$ cat config.mk
export PLATFORM = sky130hd
export DESIGN_NAME = memtap_top
export DESIGN_NICKNAME = d
export VERILOG_FILES = /design/src/rtl/memtap_pkg.sv /design/src/rtl/memtap_fsm.sv /design/src/rtl/memtap_ir.sv /design/src/rtl/memtap_dr.sv /design/src/rtl/memtap_top.sv
export SDC_FILE = /design/constraint.sdc
export NUM_CORES = 1
export LEC_CHECK = 0
export BUFFER_PORTS_ARGS = -buffer_cell sky130_fd_sc_hd__buf_2
export CAP_MARGIN = 10
export CORE_ASPECT_RATIO = 1.25
export CORE_UTILIZATION = 62
export DETAILED_ROUTE_END_ITERATION = 6
export GPL_ROUTABILITY_DRIVEN = 0
export HOLD_SLACK_MARGIN = 0.1
export PLACE_DENSITY = 0.86
export SYNTH_ARGS = -nofsm -noshare
export SYNTH_HDL_FRONTEND = slang
export SYNTH_SLANG_ARGS = --single-unit
$ cat constraint.sdc
create_clock -name test_clk -period 4.7 [get_ports test_clk]
set_input_delay 1.41 -clock test_clk [delete_from_list [all_inputs] [get_ports test_clk]]
set_output_delay 1.41 -clock test_clk [all_outputs]
set_load 0.1 [all_outputs]
$ cat src/rtl/memtap_pkg.sv
package memtap_pkg;

  typedef enum logic [3:0] {
    ST_RESET   = 4'd0,
    ST_IDLE    = 4'd1,
    ST_SEL_DR  = 4'd2,
    ST_CAP_DR  = 4'd3,
    ST_SH_DR   = 4'd4,
    ST_EX1_DR  = 4'd5,
    ST_PAU_DR  = 4'd6,
    ST_EX2_DR  = 4'd7,
    ST_UPD_DR  = 4'd8,
    ST_SEL_IR  = 4'd9,
    ST_CAP_IR  = 4'd10,
    ST_SH_IR   = 4'd11,
    ST_EX1_IR  = 4'd12,
    ST_PAU_IR  = 4'd13,
    ST_EX2_IR  = 4'd14,
    ST_UPD_IR  = 4'd15
  } tap_state_e;

  typedef enum logic [1:0] {
    PATH_BYP = 2'd0,
    PATH_ID  = 2'd1,
    PATH_BSR = 2'd2
  } dr_path_e;

  localparam int          IR_W        = 3;
  localparam logic [2:0]  OP_PINTEST  = 3'b000;
  localparam logic [2:0]  OP_IDENT    = 3'b001;
  localparam logic [2:0]  OP_SAMPLEZ  = 3'b010;
  localparam logic [2:0]  OP_SAMPLE   = 3'b100;
  localparam logic [2:0]  OP_BYPASS   = 3'b111;
  localparam logic [2:0]  IR_CAPTURE  = 3'b001;

  localparam logic [2:0]  ID_REV    = 3'b000;
  localparam logic [4:0]  ID_DEPTH  = 5'b01011;
  localparam logic [5:0]  ID_ARCH   = 6'b000110;
  localparam logic [5:0]  ID_DEV    = 6'b010101;
  localparam logic [10:0] ID_MFR    = 11'b00000110100;

  function automatic logic [31:0] id_word();
    return {ID_REV, ID_DEPTH, ID_ARCH, ID_DEV, ID_MFR, 1'b1};
  endfunction

  function automatic tap_state_e tap_next(tap_state_e s, logic m);
    case (s)
      ST_RESET:  return m ? ST_RESET  : ST_IDLE;
      ST_IDLE:   return m ? ST_SEL_DR : ST_IDLE;
      ST_SEL_DR: return m ? ST_SEL_IR : ST_CAP_DR;
      ST_CAP_DR: return m ? ST_EX1_DR : ST_SH_DR;
      ST_SH_DR:  return m ? ST_EX1_DR : ST_SH_DR;
      ST_EX1_DR: return m ? ST_UPD_DR : ST_PAU_DR;
      ST_PAU_DR: return m ? ST_EX2_DR : ST_PAU_DR;
      ST_EX2_DR: return m ? ST_UPD_DR : ST_SH_DR;
      ST_UPD_DR: return m ? ST_SEL_DR : ST_IDLE;
      ST_SEL_IR: return m ? ST_RESET  : ST_CAP_IR;
      ST_CAP_IR: return m ? ST_EX1_IR : ST_SH_IR;
      ST_SH_IR:  return m ? ST_EX1_IR : ST_SH_IR;
      ST_EX1_IR: return m ? ST_UPD_IR : ST_PAU_IR;
      ST_PAU_IR: return m ? ST_EX2_IR : ST_PAU_IR;
      ST_EX2_IR: return m ? ST_UPD_IR : ST_SH_IR;
      default:   return m ? ST_SEL_DR : ST_IDLE;
    endcase
  endfunction

  function automatic dr_path_e path_of(logic [2:0] op);
    case (op)
      OP_IDENT:                         return PATH_ID;
      OP_PINTEST, OP_SAMPLEZ, OP_SAMPLE: return PATH_BSR;
      default:                          return PATH_BYP;
    endcase
  endfunction

  function automatic logic hiz_of(logic [2:0] op);
    return (op == OP_PINTEST) || (op == OP_SAMPLEZ);
  endfunction

endpackage

$ cat src/rtl/memtap_fsm.sv
module memtap_fsm
  import memtap_pkg::*;
(
  input  logic       clk,
  input  logic       rst_n,
  input  logic       mode_sel,
  output tap_state_e state
);

  always_ff @(posedge clk or negedge rst_n) begin
    if (!rst_n) state <= ST_RESET;
    else        state <= tap_next(state, mode_sel);
  end

endmodule

$ cat src/rtl/memtap_ir.sv
module memtap_ir
  import memtap_pkg::*;
(
  input  logic            clk,
  input  logic            rst_n,
  input  tap_state_e      state,
  input  logic            scan_in,
  output logic [IR_W-1:0] ir_sh,
  output logic [IR_W-1:0] ir_cur,
  output logic            out_hiz
);

  always_ff @(posedge clk or negedge rst_n) begin
    if (!rst_n) begin
      ir_sh <= IR_CAPTURE;
    end else if (state == ST_CAP_IR) begin
      ir_sh <= IR_CAPTURE;
    end else if (state == ST_SH_IR) begin
      ir_sh <= {scan_in, ir_sh[IR_W-1:1]};
    end
  end

  always_ff @(posedge clk or negedge rst_n) begin
    if (!rst_n) begin
      ir_cur  <= OP_IDENT;
      out_hiz <= 1'b0;
    end else if (state == ST_RESET) begin
      ir_cur  <= OP_IDENT;
      out_hiz <= 1'b0;
    end else if (state == ST_UPD_IR) begin
      ir_cur  <= ir_sh;
      out_hiz <= hiz_of(ir_sh);
    end
  end

endmodule

$ cat src/rtl/memtap_dr.sv
module memtap_dr
  import memtap_pkg::*;
#(
  parameter int BSR_LEN = 89
) (
  input  logic               clk,
  input  logic               rst_n,
  input  tap_state_e         state,
  input  dr_path_e           path,
  input  logic               scan_in,
  input  logic [BSR_LEN-1:0] pin_values,
  output logic               dr_bit
);

  localparam int ID_W = 32;

  logic               byp_q;
  logic [ID_W-1:0]    id_q;
  logic [BSR_LEN-1:0] bsr_q;

  logic cap_now, sh_now;
  assign cap_now = (state == ST_CAP_DR);
  assign sh_now  = (state == ST_SH_DR);

  always_ff @(posedge clk or negedge rst_n) begin
    if (!rst_n) begin
      byp_q <= 1'b0;
      id_q  <= '0;
      bsr_q <= '0;
    end else begin
      case (path)
        PATH_ID: begin
          if (cap_now)     id_q <= id_word();
          else if (sh_now) id_q <= {scan_in, id_q[ID_W-1:1]};
        end
        PATH_BSR: begin
          if (cap_now)     bsr_q <= pin_values;
          else if (sh_now) bsr_q <= {scan_in, bsr_q[BSR_LEN-1:1]};
        end
        default: begin
          if (cap_now)     byp_q <= 1'b0;
          else if (sh_now) byp_q <= scan_in;
        end
      endcase
    end
  end

  always_comb begin
    case (path)
      PATH_ID:  dr_bit = id_q[0];
      PATH_BSR: dr_bit = bsr_q[0];
      default:  dr_bit = byp_q;
    endcase
  end

endmodule

$ cat src/rtl/memtap_top.sv
module memtap_top
  import memtap_pkg::*;
#(
  parameter int BSR_LEN = 89
) (
  input  logic               test_clk,
  input  logic               test_rst_n,
  input  logic               mode_sel,
  input  logic               scan_in,
  input  logic [BSR_LEN-1:0] pin_values,
  output logic               scan_out,
  output logic               scan_out_en,
  output logic               mem_out_hiz
);

  tap_state_e      tap_state;
  logic [IR_W-1:0] ir_sh;
  logic [IR_W-1:0] ir_cur;
  dr_path_e        sel_path;
  logic            dr_bit;
  logic            shifting;

  memtap_fsm u_fsm (
    .clk      (test_clk),
    .rst_n    (test_rst_n),
    .mode_sel (mode_sel),
    .state    (tap_state)
  );

  memtap_ir u_ir (
    .clk     (test_clk),
    .rst_n   (test_rst_n),
    .state   (tap_state),
    .scan_in (scan_in),
    .ir_sh   (ir_sh),
    .ir_cur  (ir_cur),
    .out_hiz (mem_out_hiz)
  );

  assign sel_path = path_of(ir_cur);

  memtap_dr #(.BSR_LEN(BSR_LEN)) u_dr (
    .clk        (test_clk),
    .rst_n      (test_rst_n),
    .state      (tap_state),
    .path       (sel_path),
    .scan_in    (scan_in),
    .pin_values (pin_values),
    .dr_bit     (dr_bit)
  );

  assign shifting = (tap_state == ST_SH_DR) || (tap_state == ST_SH_IR);

  always_ff @(negedge test_clk or negedge test_rst_n) begin
    if (!test_rst_n) begin
      scan_out    <= 1'b0;
      scan_out_en <= 1'b0;
    end else begin
      scan_out_en <= shifting;
      scan_out    <= shifting ? ((tap_state == ST_SH_IR) ? ir_sh[0] : dr_bit) : 1'b0;
    end
  end

endmodule

Yosys cells after proc, flatten, opt, wreduce, memory -nomap -nowiden
Cells that the tools add are included.
{ "op_classes": {"order_cmp": 0, "multipliers": 0, "n_eq_ne": 19, "div_mod_pow": 0, "n_reduce_logical": 15, "n_addsub": 0, "mux": 29, "n_bitwise": 1, "n_shift": 0} }
{ "op_table": {"columns": ["operator", "count"], "rows": [
  ["two-way mux 89 bit", 2],
  ["two-way mux 32 bit", 2],
  ["one-hot mux 4 bit (11 select lines)", 1],
  ["equality test 4 bit (second input constant)", 7],
  ["two-way mux 3 bit", 6],
  ["equality test 4 x 3 -> 1 bit (second input constant)", 4],
  ["two-way mux 4 bit", 4],
  ["two-way mux 1 bit", 9],
  ["equality test 4 x 2 -> 1 bit (second input constant)", 2],
  ["equality test 3 x 2 -> 1 bit (second input constant)", 2],
  ["zero test 3 bit", 2],
  ["two-way mux 2 bit", 3],
  ["AND reduction 2 bit", 3],
  ["nonzero test 2 bit", 3],
  ["OR reduction 2 bit", 3],
  ["zero test 4 bit", 1],
  ["one-hot mux 2 bit (2 select lines)", 1],
  ["equality test 3 x 1 -> 1 bit (second input constant)", 1],
  ["equality test 3 bit (second input constant)", 1],
  ["OR reduction 3 bit", 1],
  ["equality test 2 x 1 -> 1 bit (second input constant)", 1],
  ["equality test 2 bit (second input constant)", 1],
  ["logical OR 1 bit", 2],
  ["one-hot mux 1 bit (2 select lines)", 1],
  ["NOT 1 bit", 1]
]} }
{ "totals": {"ff_bits": 135, "ramBits": 0, "inputBits": 93, "romBits": 0, "latch_bits": 0, "output_inout_bits": 3, "elab_cells": 73, "n_memories": 0} }

Depth between registers and ports, before layout
Gate-level depths: netlist (run 1).
{ "depth": {"depth_word": 7, "mapped_depth": 8, "mapped_depth_nobuf": 7} }

Modules after synthesis
Synthesis (run 1) repeated with hierarchy kept, for this count alone.
{ "hier_totals": {"cells_unflattened": 499, "hier_area_um2": 6567.5} }
{ "modules_own_cells": {"columns": ["module", "n_inst", "cells_each", "area_per_inst_um2", "seq_area_each_um2"], "rows": [
  ["memtap_dr", 1, 420, 5844.4, 3052.9],
  ["memtap_ir", 1, 32, 317.8, 177.7],
  ["memtap_fsm", 1, 37, 300.3, 100.1],
  ["memtap_top", 1, 10, 105.1, 50.0]
]} }

==> metrics.csv, run 1 <==
stage,metric,value,unit
timing,final hold vios,0,
timing,RSZ-0062 raised after global routing,true,
floorplanning,DIE WIDTH,94.2,µm
placed_design,hpwl dp,8.02,mm
route,Total Wirelength,13.4,mm
timing,fin worst setup slack,-0.0739,ns
worst_setup_path,CP Max Fanout,1,
layout,Nets,686,
worst_setup_path,WS Path Type,reg2out,
route,drc violations,0,
logic_synthesis,Synth async-reset ratio,1.00,
pwr,overall power,4.52,mW
clock_tree,worst skew pair latency,0.41,ns
logic_synthesis,sequential area share after synthesis,0.513,
clock_tree,post_cts resized,0,
route,per-cell routed wire length,18.3,µm
worst_setup_path,CP Data Required Time,3.29,ns
route,Detailed Routing Iterations Pass 1,4,
floorplanning,num rows,41,
layout,ANT cells,0,
logic_synthesis,Main synth FF type,dfrtp_1,
route,vias per std cell,5.89,
timing,Slew Limit Headroom,0.295,
global_route,vias in the first global route,4500,
route,vias,4317,
logic_synthesis,Synth Cell Area,6590,µm²
worst_setup_path,Critical R2R Capture,scan_out,
worst_setup_path,worst r2r path cells,6,
global_route,largest net degree at the start of global routing,71,
pwr,peak supply drop,530,µV
pwr,pwr dens,584,nW/µm²
worst_setup_path,crit end category,output pin,
clock_tree,total CTS buffers,17,
global_route,first-pass GRT wire length,22.3,mm
layout,layout cells sized above 1,0.276,
worst_setup_path,instance count on the critical path,1,
floorplanning,Die Y-Extent,117,µm
worst_setup_path,CP startpoint,scan_out,
global_route,remaining global-route overflow,0,
pwr,cell leakage power,4.03,nW
route,Routed Antenna Nets,0,
worst_setup_path,crit-path max cell delay,0.44,ns
hold_path,worst hold path class,reg2reg,
timing,final setup fails,2,
logic_synthesis,"flops & latches, synth",135,
worst_setup_path,"Slowest-stage cell, CP",dfrtn_1,
layout,most frequent cells in the layout,"157 x mux2_1, 131 x dfrtp_1, 92 x buf_2",
clock_tree,TritonCTS clock tree,yes,
logic_synthesis,synthesized area per cell,12.9,µm²
clock_tree,CTS HTree Levels,4,
worst_setup_path,Worst Path Buf+Inv,1,
layout,"commonest non-fill, non-tap cell in the layout",mux2_1,
route,Iter 0 DRT Violations,240,
flow_run,Max Cap Violations,0,
status,failing checks,setup timing,
timing,Max Clock Skew,0.0212,ns
worst_setup_path,end of the critical path,scan_out,
clock_tree,clock root buffer master,clkbuf_16,
logic_synthesis,cell count after synthesis,510,
clock_tree,Max clock buf depth,2,
timing,worst slew pin tran,1.05,ns
layout,area delta synth->final,17.5,%
worst_setup_path,CP arrival,3.36,ns
clock_tree,CTS sink cnt,135,
worst_setup_path,crit path cell chain,buf_12,
floorplanning,IO Count,96,
worst_setup_path,Crit path max-delay family,flip-flops,
logic_synthesis,"EDFF count, synth",0,
logic_synthesis,Ys Warns,0,
timing,Slew Limit Fails,0,
floorplanning,die area,11000,µm²
worst_setup_path,Reg-to-Reg Start,u_ir.ir_cur[1],
timing,worst hold slack,0.477,ns
clock_tree,clock-pin slew on the worst setup and hold paths,0.05,ns
global_route,antenna violations before repair,0,
logic_synthesis,Syn Nets,605,
logic_synthesis,"Distinct cells, synth",46,
hold_path,WHS Path Cells,1,
worst_setup_path,crit start category,flop,
floorplanning,Initial Util,0.645,
placed_design,Buffers on Ports,95,
global_route,Global Route Usage Sum,0.269,
worst_setup_path,R2R setup slack,0.71,ns
status,status,"finished, violations left",
floorplanning,Core Box Area,10200,µm²
-- Yosys cell counts (3+ instances only) --
cell,n,area [µm²]
nor2_1,15,56.3
buf_2,15,75.1
a21oi_1,6,30.0
a211oi_1,3,22.5
o21ai_1,19,95.1
clkbuf_1,10,37.5
buf_4,12,90.1
o22ai_1,5,31.3
nand3_1,3,15.0
buf_1,3,11.3
inv_1,22,82.6
nand4_1,25,156
mux2_2,16,180
o21a_1,12,90.1
dfrtp_1,131,3280
nand2_1,9,33.8
mux2_1,157,1770
mux2_4,10,150
mux2i_1,4,40.0
-- through the flow --
step	worst slack, ns	area [µm²]	setup TNS [ns]	utilization	cells
detailed placement	0.329	7120	0	0.697	701
CTS	-0.0832	7740	-0.163	0.758	733
finish	-0.0739	7740	-0.146	0.758	733
floorplan	-0.00866	6590	-0.0173	-	510
global placement	0.338	7120	0	0.697	701
global route	-0.0981	7740	-0.191	0.758	733
-- flip-flops by register name (all words and copies together), names as in the netlist --
signal	count
u_dr.bsr_q	89
u_dr.id_q	32
u_ir.ir_cur	3
u_fsm.state	4
u_ir.out_hiz	1
scan_out	1
u_dr.byp_q	1
u_ir.ir_sh	3
scan_out_en	1
-- repair_timing --
item | 4_1_cts | 5_1_grt
endpoints found under the setup margin | 2 | 2
setup buffers | 0 | 0
hold buffers | 0 | 0
-- how the worst min path moves through the flow --
| stage | startpoint | to | slack (ns) |
|---|---|---|---|
| global route | u_dr.bsr_q[50] | u_dr.bsr_q[50] | 0.49 |
| detailed placement | u_dr.bsr_q[8] | u_dr.bsr_q[8] | 0.47 |
| CTS | u_dr.bsr_q[8] | u_dr.bsr_q[8] | 0.48 |
| finish | u_dr.bsr_q[8] | u_dr.bsr_q[8] | 0.48 |
| floorplan | u_dr.bsr_q[10] | u_dr.bsr_q[10] | 0.45 |
| global placement | u_dr.bsr_q[28] | u_dr.bsr_q[28] | 0.46 |
-- report_power, final --
part | switching [mW] | total, mW | internal [mW]
clock | 0.466 | 1.36 | 0.890
sequential | 0.256 | 1.74 | 1.49
combinational | 0.770 | 1.42 | 0.647
total | 1.49 | 4.52 | 3.03
-- cell type report --
| class | instances | area, µm² |
|---|---|---|
| clock buffer | 25 | 536 |
| clock inverter | 7 | 87.6 |
| fill | 606 | 2470 |
| inverter | 22 | 82.6 |
| multi-input combinational | 311 | 2920 |
| sequential | 135 | 3380 |
| tap | 129 | 161 |
| timing repair buffer | 104 | 576 |
-- layer usage --
| layer | global-route usage | vias to the layer above | wire length, µm |
|---|---|---|---|
| met2 | 0.475 | 112 | 6990 |
| met3 | 0.0620 | 23 | 549 |
| met1 | 0.324 | 2191 | 5640 |
| met4 | 0.0872 | 0 | 228 |
| li1 | - | 1991 | - |
| met5 | 0 | - | 0 |
-- cell families after synthesis --
kind of cell,count (synthesis),synth area share
multiplexers,187,0.325
flip-flops,135,0.513
AND/OR/NAND/NOR,67,0.0572
buffers and inverters,64,0.0490
AO/OA/AOI/OAI,54,0.0511
adder cells (fa/ha/maj),2,0.00380
XOR/XNOR,1,0.00133
No activity file was read; power rests on OpenSTA's default activity.
==> inputs of run 2 (changes only) <==
--- a/config.mk
+++ b/config.mk
@@ -13,6 +13,7 @@
 export GPL_ROUTABILITY_DRIVEN = 0
 export HOLD_SLACK_MARGIN = 0.1
 export PLACE_DENSITY = 0.86
+export RECOVER_POWER = 50
 export SYNTH_ARGS = -nofsm -noshare
 export SYNTH_HDL_FRONTEND = slang
 export SYNTH_SLANG_ARGS = --single-unit
==> run 2 against run 1 <==
Highest routed layer unchanged. Die area did not move. The run ends with capacitance limit, slew limit, setup timing left. Non-clock buffer count did not move. Utilization decreased by 0.39 points.
==> metrics.csv, run 2 (same netlist as run 1, synthesis figures left out) <==
stage,metric,value,unit,change
worst_setup_path,crit path cell chain,buf_12,,unchanged
layout,Fillers,616,,was 606
layout,"commonest non-fill, non-tap cell in the layout",mux2_1,,unchanged
floorplanning,Core Box Area,10200,µm²,unchanged
global_route,largest net degree at the start of global routing,71,,unchanged
clock_tree,CTS Hold Bufs,0,,unchanged
timing,Slew Limit Headroom,-0.0435,,was 0.295
hold_path,worst hold path class,reg2reg,,unchanged
timing,Max Clock Skew,0.0190,ns,was 0.0212 ns
layout,layout cells sized above 1,0.267,,was 0.276
route,Detailed Routing Iterations Pass 1,4,,unchanged
global_route,first-pass GRT wire length,22.3,mm,unchanged
layout,biggest registers after layout,"u_dr.bsr_q: 89 flops, u_dr.id_q: 32 flops, u_fsm.state: 4 flops",,unchanged
timing,setup TNS,-0.142,ns,was -0.146 ns
worst_setup_path,WS Path Type,reg2out,,unchanged
clock_tree,worst skew pair latency,0.40,ns,was 0.41 ns
worst_setup_path,CP Max Fanout,1,,unchanged
timing,fin worst setup slack,-0.0710,ns,was -0.0739 ns
layout,most frequent cells in the layout,"157 x mux2_1, 131 x dfrtp_1, 91 x buf_2",,"was 157 x mux2_1, 131 x dfrtp_1, 92 x buf_2"
worst_setup_path,Worst Path Buf+Inv,1,,unchanged
pwr,peak supply drop,521,µV,was 530 µV
timing,worst slew pin tran,1.57,ns,was 1.05 ns
layout,Nets,686,,unchanged
worst_setup_path,crit-path max cell delay,0.44,ns,about the same
route,vias per std cell,5.86,,was 5.89
global_route,Global Route Usage Sum,0.269,,unchanged
floorplanning,num rows,41,,unchanged
layout,area delta synth->final,16.9,%,was 17.5%
route,Iter 0 DRT Violations,230,,was 240
pwr,cell leakage power,4.00,nW,was 4.03 nW
worst_setup_path,R2R setup slack,0.43,ns,was 0.71 ns
timing,Slew Limit Fails,135,,was 0
layout,Final Util,0.754,,was 0.758
layout,ANT cells,0,,unchanged
worst_setup_path,CP Data Required Time,3.29,ns,about the same
clock_tree,clock root buffer master,clkbuf_16,,unchanged
worst_setup_path,"Slowest-stage cell, CP",dfrtn_1,,unchanged
global_route,Top Usage Layer GRT,met2,,unchanged
route,drc violations,0,,unchanged
global_route,grt met3 use,0.0620,,unchanged
worst_setup_path,crit end category,output pin,,unchanged
route,Total Wirelength,13.4,mm,about the same
global_route,met2 GRT Util,0.475,,unchanged
worst_setup_path,Crit path max-delay family,flip-flops,,unchanged
clock_tree,Max clock buf depth,2,,unchanged
clock_tree,total CTS buffers,17,,unchanged
floorplanning,DIE WIDTH,94.2,µm,unchanged
route,per-cell routed wire length,18.3,µm,about the same
timing,RSZ-0062 raised after global routing,true,,unchanged
clock_tree,post_cts resized,0,,unchanged
global_route,vias in the first global route,4500,,unchanged
floorplanning,IO Count,96,,unchanged
clock_tree,CTS sink cnt,135,,unchanged
floorplanning,die area,11000,µm²,unchanged
global_route,antenna violations before repair,0,,unchanged
worst_setup_path,crit start category,flop,,unchanged
status,failing checks,"capacitance limit, slew limit, setup timing",,was setup timing
clock_tree,CTS HTree Levels,4,,unchanged
layout,Largest Register,u_dr.bsr_q,,unchanged
timing,final setup fails,2,,unchanged
placed_design,Buffers on Ports,95,,unchanged
pwr,pwr dens,581,nW/µm²,was 584 nW/µm²
layout,max reg flops,89,,unchanged
timing,final hold vios,0,,unchanged
status,status,"finished, violations left",,unchanged
global_route,met1 Use GR,0.324,,unchanged
clock_tree,TritonCTS clock tree,yes,,unchanged
route,Routed Antenna Nets,0,,unchanged
pwr,overall power,4.48,mW,was 4.52 mW
global_route,remaining global-route overflow,0,,unchanged
flow_run,Max Cap Violations,2,,was 0
floorplanning,Initial Util,0.645,,unchanged
clock_tree,clock-pin slew on the worst setup and hold paths,0.05,ns,about the same
placed_design,hpwl dp,8.02,mm,unchanged
route,vias,4295,,"was 4,317"
worst_setup_path,CP arrival,3.36,ns,about the same
floorplanning,Die Y-Extent,117,µm,unchanged
run 2: per-layer routing:
metal  vias up  part of all wire
met3        17             0.047
met5         -                 0
met4         0             0.013
met2       119              0.53
met1      2177              0.41
li1       1982                 -
run 2: layout make-up:
class	instances	area, µm²	area share
clock inverter	7	87.6	0.0114
multi-input combinational	311	2900	0.376
tap	129	161	0.0210
inverter	22	82.6	0.0107
timing repair buffer	104	557	0.0723
sequential	135	3380	0.439
clock buffer	25	536	0.0695
run 2: worst paths after layout:
check | start | end | cells past startpoint
max | scan_out | scan_out | 1
min | u_dr.bsr_q[8] | u_dr.bsr_q[8] | 1
max reg2reg | u_fsm.state[2] | u_dr.bsr_q[37] | 5
min reg2reg | u_dr.bsr_q[8] | u_dr.bsr_q[8] | 1
max in group asynchronous | test_rst_n | u_dr.bsr_q[33] | 3
min in group asynchronous | test_rst_n | u_dr.bsr_q[7] | 2
run 2: power breakdown:
part / total (mW) / switching, mW / internal [mW]
sequential: 1.74 / 0.250 / 1.49
combinational: 1.38 / 0.757 / 0.625
clock: 1.36 / 0.465 / 0.891
total: 4.48 / 1.47 / 3.00
run 2: repair_timing:
action | CTS | global route
setup buffers | 0 | 0
pin swaps | 0 | 0
setup endpoints to repair | 2 | 2
gates cloned | 0 | 0
run 2: per-stage QoR:
stage / hold slack, ns / setup slack [ns] / area, µm² / cells
after floorplan: 0.450 / -0.00866 / 6590 / 510
after global placement: 0.460 / 0.338 / 7120 / 701
after detailed placement: 0.468 / 0.329 / 7120 / 701
after CTS: 0.479 / -0.0832 / 7740 / 733
after global routing: 0.494 / -0.0981 / 7700 / 733
final: 0.478 / -0.0710 / 7700 / 733
